File: src/rtl/ea_pkg.sv
package ea_pkg;
  typedef enum logic [2:0] {
    MD_IMM   = 3'd0,
    MD_EXT   = 3'd1,
    MD_IDX8  = 3'd2,
    MD_IDX16 = 3'd3,
    MD_IDX20 = 3'd4,
    MD_ACC   = 3'd5,
    MD_REL   = 3'd6,
    MD_POST  = 3'd7
  } ea_mode_e;

  typedef enum logic [1:0] {
    AD_S8  = 2'd0,
    AD_S16 = 2'd1,
    AD_U8  = 2'd2,
    AD_S16B = 2'd3
  } add_var_e;
endpackage

File: src/rtl/ea_calc.sv
module ea_calc
  import ea_pkg::*;
#(
  parameter int EXT_W  = 4,
  parameter int WORD_W = 16,
  parameter int SEL_W  = 2,
  localparam int AW    = EXT_W + WORD_W
) (
  input  logic             kind,
  input  logic [2:0]       mode,
  input  logic [SEL_W-1:0] sel,
  input  logic [AW-1:0]    operand,
  input  logic [WORD_W-1:0] pc,
  input  logic [EXT_W-1:0] ek,
  input  logic [EXT_W-1:0] pk,
  input  logic             taken,
  input  logic [AW-1:0]    base,
  input  logic [AW-1:0]    xptr,
  output logic [AW-1:0]    ea_nxt,
  output logic             wr_en,
  output logic [SEL_W-1:0] wr_sel,
  output logic [AW-1:0]    wr_val
);
  logic [AW-1:0]     s8, u8, s16, addend;
  logic [WORD_W-1:0] pc_new;

  always_comb begin
    s8     = {{(AW-8){operand[7]}}, operand[7:0]};
    u8     = {{(AW-8){1'b0}}, operand[7:0]};
    s16    = {{(AW-WORD_W){operand[WORD_W-1]}}, operand[WORD_W-1:0]};
    pc_new = pc + (sel[0] ? s8[WORD_W-1:0] : operand[WORD_W-1:0]);
    ea_nxt = '0;
    wr_en  = 1'b0;
    wr_sel = sel;
    wr_val = '0;
    addend = s16;
    if (kind) begin
      unique case (add_var_e'(mode[1:0]))
        AD_S8:   addend = s8;
        AD_U8:   addend = u8;
        default: addend = s16;
      endcase
      wr_val = base + addend;
      wr_en  = 1'b1;
      ea_nxt = wr_val;
    end else begin
      unique case (ea_mode_e'(mode))
        MD_IMM:   ea_nxt = {pk, pc};
        MD_EXT:   ea_nxt = {ek, operand[WORD_W-1:0]};
        MD_IDX8:  ea_nxt = base + u8;
        MD_IDX16: ea_nxt = base + s16;
        MD_IDX20: ea_nxt = base + operand;
        MD_ACC:   ea_nxt = base + s16;
        MD_REL:   ea_nxt = taken ? {pk, pc_new} : {pk, pc};
        MD_POST: begin
          ea_nxt = xptr;
          wr_en  = 1'b1;
          wr_sel = '0;
          wr_val = {xptr[AW-1:WORD_W], xptr[WORD_W-1:0] + s8[WORD_W-1:0]};
        end
        default:  ea_nxt = '0;
      endcase
    end
  end
endmodule

File: src/rtl/ptr_bank.sv
module ptr_bank #(
  parameter int AW    = 20,
  parameter int NPTR  = 4,
  parameter int SEL_W = 2
) (
  input  logic             clk,
  input  logic             rst_n,
  input  logic             ld_en,
  input  logic [SEL_W-1:0] ld_sel,
  input  logic [AW-1:0]    ld_val,
  input  logic             wr_en,
  input  logic [SEL_W-1:0] wr_sel,
  input  logic [AW-1:0]    wr_val,
  output logic [AW-1:0]    ptr_q [NPTR]
);
  for (genvar i = 0; i < NPTR; i++) begin : g_ptr
    logic          en;
    logic [AW-1:0] d;

    always_comb begin
      en = 1'b0;
      d  = ptr_q[i];
      if (ld_en && (ld_sel == SEL_W'(i))) begin
        en = 1'b1;
        d  = ld_val;
      end else if (wr_en && (wr_sel == SEL_W'(i))) begin
        en = 1'b1;
        d  = wr_val;
      end
    end

    always_ff @(posedge clk or negedge rst_n) begin
      if (!rst_n)  ptr_q[i] <= '0;
      else if (en) ptr_q[i] <= d;
    end
  end
endmodule

File: src/rtl/bank_ea_gen.sv
module bank_ea_gen #(
  parameter int EXT_W  = 4,
  parameter int WORD_W = 16,
  parameter int BUS_W  = 24,
  parameter int NPTR   = 4,
  localparam int AW    = EXT_W + WORD_W,
  localparam int SEL_W = $clog2(NPTR)
) (
  input  logic              clk,
  input  logic              rst_n,
  input  logic              req_valid,
  input  logic              req_kind,
  input  logic [2:0]        mode,
  input  logic [SEL_W-1:0]  ptr_sel,
  input  logic [AW-1:0]     operand,
  input  logic [WORD_W-1:0] pc,
  input  logic [EXT_W-1:0]  ek,
  input  logic              br_taken,
  input  logic              ld_en,
  input  logic [SEL_W-1:0]  ld_sel,
  input  logic [AW-1:0]     ld_val,
  input  logic              pk_ld,
  input  logic [EXT_W-1:0]  pk_val,
  output logic              ea_valid,
  output logic [AW-1:0]     ea,
  output logic [BUS_W-1:0]  bus_addr
);
  logic [AW-1:0]    ptr_q [NPTR];
  logic [EXT_W-1:0] pk_q;
  logic [AW-1:0]    calc_ea, wr_val, ea_q, ea_d;
  logic             calc_wr, valid_q;
  logic [SEL_W-1:0] wr_sel;

  ea_calc #(.EXT_W(EXT_W), .WORD_W(WORD_W), .SEL_W(SEL_W)) u_calc (
    .kind    (req_kind),
    .mode    (mode),
    .sel     (ptr_sel),
    .operand (operand),
    .pc      (pc),
    .ek      (ek),
    .pk      (pk_q),
    .taken   (br_taken),
    .base    (ptr_q[ptr_sel]),
    .xptr    (ptr_q[0]),
    .ea_nxt  (calc_ea),
    .wr_en   (calc_wr),
    .wr_sel  (wr_sel),
    .wr_val  (wr_val)
  );

  ptr_bank #(.AW(AW), .NPTR(NPTR), .SEL_W(SEL_W)) u_bank (
    .clk    (clk),
    .rst_n  (rst_n),
    .ld_en  (ld_en),
    .ld_sel (ld_sel),
    .ld_val (ld_val),
    .wr_en  (calc_wr && req_valid),
    .wr_sel (wr_sel),
    .wr_val (wr_val),
    .ptr_q  (ptr_q)
  );

  always_comb begin
    ea_d = req_valid ? calc_ea : ea_q;
  end

  always_ff @(posedge clk or negedge rst_n) begin
    if (!rst_n) begin
      ea_q    <= '0;
      valid_q <= 1'b0;
      pk_q    <= '0;
    end else begin
      ea_q    <= ea_d;
      valid_q <= req_valid;
      if (pk_ld) pk_q <= pk_val;
    end
  end

  assign ea_valid = valid_q;
  assign ea       = ea_q;
  assign bus_addr = {{(BUS_W-AW){ea_q[AW-1]}}, ea_q};
endmodule

File: config.mk
export PLATFORM = sky130hd
export DESIGN_NAME = bank_ea_gen
export DESIGN_NICKNAME = d
export VERILOG_FILES = /design/src/rtl/ea_pkg.sv /design/src/rtl/ea_calc.sv /design/src/rtl/ptr_bank.sv /design/src/rtl/bank_ea_gen.sv
export SDC_FILE = /design/constraint.sdc
export NUM_CORES = 1
export LEC_CHECK = 0
export BUFFER_PORTS_ARGS = -buffer_cell sky130_fd_sc_hd__clkbuf_2
export CORE_MARGIN = 2
export CORE_UTILIZATION = 60
export CTS_CLUSTER_SIZE = 20
export DETAILED_ROUTE_END_ITERATION = 6
export MAX_ROUTING_LAYER = met4
export PLACE_DENSITY = 0.82
export SYNTH_ARGS = -nofsm -noshare
export SYNTH_HDL_FRONTEND = slang
export SYNTH_SLANG_ARGS = --single-unit
File: constraint.sdc
create_clock -name clk -period 3.8 [get_ports clk]
set_clock_uncertainty 0.1 [all_clocks]
set_input_delay 0.19 -clock clk [delete_from_list [all_inputs] [get_ports clk]]
set_output_delay 0.19 -clock clk [all_outputs]
set_load 0.01 [all_outputs]
==> results.yml <==
run_status:
  outcome: "finished, violations left"
  failed_checks: "DRC"
timing:
  setup_viol: 0
  slew_viol_final: 0
  maxSlewHeadroom_pct: 31.9
  fin_crit_sh_pct: 94.2
  fin_setup_tns_ps: 0
  fin_crit_ps: 3580
  hold_viol: 0
  max_freq_mhz: 279
  worst_slack_ps: 221
  rsz0062_at_grt: "false"
  tightest_slew_ps: 1020
final_layout:
  diodes: 0
  drive_above_1_share_pct: 19.1
  nFillCells: 1294
  syn_to_final_growth_pct: 12.8
  nNetsFinal: 1377
synthesis:
  async_reset_ff_share_pct: 100
  synth_area_leaders: "dfrtp_1, ha_1, a21oi_1"
  yosys_most_used_dff: "dfrtp_1"
  synth_nets: 1275
  syn_avg_cell_area_sq_um: 8.30
  synth_edf_count: 0
  synth.most_common_cell: "a21oi_1"
  ys_types: 79
  synthTopCellsByCount: "a21oi_1, dfrtp_1, nand2_1"
  synth-seq-area-share_pct: 27.9
  synth_top_area_cell: "dfrtp_1"
  ys_seq_elements: 105
  synth_top_area_share_pct: 27.9
  netlist_instances: 1134
  netlist_area_sq_um: 9420
  yosys_warnings: 0
global_route:
  grtUsageTotal_pct: 38.1
  grt_pass1_vias: 8922
  grt_overflow: 0
  grt_max_degree: 65
  antenna_found_initial: 0
  grt_pass1_wl_mm: 47.6
critical_path:
  critPathMaxFanout: 4
  cp-start-kind: "flop"
  r2r_start: "u_bank.ptr_q[60]"
  reg2reg_depth: 12
  crit_type: "reg2reg"
  startpoint: "u_bank.ptr_q[60]"
  required_ps: 3940
  end_kind: "flop"
  crit_arrival_ps: 3720
route:
  drt_iter0_drc: 1240
  wl_per_cell_um: 20.8
  ant_nets: 0
  wirelength_mm: 30.3
  vias_per_cell: 6.58
  first_pass_iters: 7
  drc: 4
  num_vias: 9550
cts:
  clkTransAtPathRegs_ps: 80
  cts_root_buffer: "clkbuf_16"
  cts_buffers: 9
  numClockSinks: 105
  clockBufferDepth: 2
  clk_latency_ps: 370
  cts_resized: 0
  htree_levels: 3
  cts_tree: "built"
floorplan:
  fp.dieW_um: 129
  core_area_sq_um: 15300
  die-area_sq_um: 16700
  start_util_pct: 61.7
  die_h_um: 129
  pin_count: 123
  rows: 45
power_and_ir_drop:
  intPower_w: 0.00297
  p_comb_share_pct: 49.5
  p_per_area_nw_per_um2: 489
  power.share.sequential_pct: 31.6
  switching_share_pct: 42.9
  power.static_leakage_nw: 4.84
  pwr-share-clk_pct: 18.9
  p_total_w: 0.00519
  power_switching_w: 0.00223
  peakVddDrop_v: 0.000249
hold_path:
  min-delay-path-class: "in2reg"
  hold_path.startpoint: "ld_val[10]"
  hold_path_depth: 3
placed_design:
  place_hpwl_mm: 23.1
  routabilityCongestion: 0.972
  post-place-ws_ps: 271
  io_buffers: 122
flow_run:
  cap_violations: 0
[worst max-delay path, stage by stage (launching register included)]
cell      delay [ps]
dfrtp_1          430
mux4_2           470
ha_1             250
fa_1             470
a211oi_2         270
o211ai_2         160
a31oi_1          330
o21ai_1          120
xnor2_1          150
nor2_1            90
buf_4            170
a222oi_1         290
o21ai_1          120
[layer usage]
metal	wire length [um]	GRT usage (%)	up-vias
met4	943	13.5	0
li1	-	-	4397
met1	12800	52.9	4466
met2	13300	56.7	621
met3	3210	6.40	66
met5	0	-	-
[power by group through the flow]
stage                     registers, W  clock network [W]  logic, W
after floorplan                0.00157                  0   0.00187
after global placement         0.00163                  0   0.00244
after detailed placement       0.00164                  0   0.00248
after CTS                      0.00162           0.000983   0.00252
after global routing           0.00167            0.00102   0.00281
final                          0.00164           0.000983   0.00257
[sequential cells by signal, indices dropped and copies added, names as in the netlist]
name,cells
ea,20
ea_valid,1
pk_q,4
u_bank.ptr_q,80
[kinds of logic (layout without fill, tap and decap cells)]
logic type               Yosys count  in the layout  share of synthesized area, %
AND/OR/NAND/NOR                  310            310                          15.5
flip-flops                       105            105                          27.9
XOR/XNOR                          50             50                          4.81
adder cells (fa/ha/maj)           63             63                          8.61
AO/OA/AOI/OAI                    451            451                          30.6
buffers and inverters            115            222                          5.62
multiplexers                      40             40                          6.99
[metrics by stage]
step / hold slack, ps / instances / utilization, % / instance area (sq um)
after floorplan: -206 / 1134 / - / 9430
after global placement: 225 / 1420 / 66.6 / 10200
after detailed placement: 224 / 1420 / 66.6 / 10200
after CTS: 5.52 / 1452 / 69.6 / 10600
after global routing: 26.6 / 1452 / 69.6 / 10600
final: 15.5 / 1452 / 69.6 / 10600
[area by class of cell]
type                    count  area [sq um]  area share (%)
flip-flops and latches    105          2630            24.7
multi-input cells         914          6270            59.0
well taps                 211           264            2.49
repair buffers            173          1040            9.75
clock buffers              11           253            2.38
clock inverters             5          46.3           0.436
inverters                  33           124            1.17
[worst paths after layout]
| path | end | slack [ps] |
|---|---|---|
| max reg2reg | u_bank.ptr_q[74] | 220 |
| min reg2reg | pk_q[3] | 430 |
| min | u_bank.ptr_q[30] | 20 |
| max in group asynchronous | u_bank.ptr_q[52] | 2400 |
| max | u_bank.ptr_q[74] | 220 |
| min in group asynchronous | ea[1] | 350 |
[repair_timing]
item | CTS | global route
endpoints found under the hold margin | 92 | 0
setup buffers | 0 | 0
hold buffers | 16 | 0
[cell usage in the layout (no fill, tap or decap), types with 6 or more instances in the layout]
master	synthesis	routed
mux2_2	6	6
nor2_1	94	92
o211ai_1	8	8
nand3_1	16	16
dlygate4sd3_1	0	16
and2_1	13	13
clkbuf_16	0	9
o21ai_1	54	54
a221oi_1	12	12
a22oi_1	25	25
xnor2_1	29	29
mux4_2	20	20
a31oi_1	17	17
a22o_1	11	11
or2_2	10	10
o21ai_0	82	82
xor2_1	19	19
clkbuf_2	0	121
a222oi_1	11	11
a211oi_1	9	9
mux2i_1	14	14
buf_4	25	36
nor2b_1	9	9
a21o_1	38	38
a21oi_1	119	119
dfrtp_1	105	105
inv_1	32	32
ha_1	60	60
nor3_1	10	10
o22ai_1	6	6
or3_1	8	8
and3_1	15	15
nand2b_1	10	10
nand2_1	104	104
Note: power is estimated with default switching activity, not from simulation.
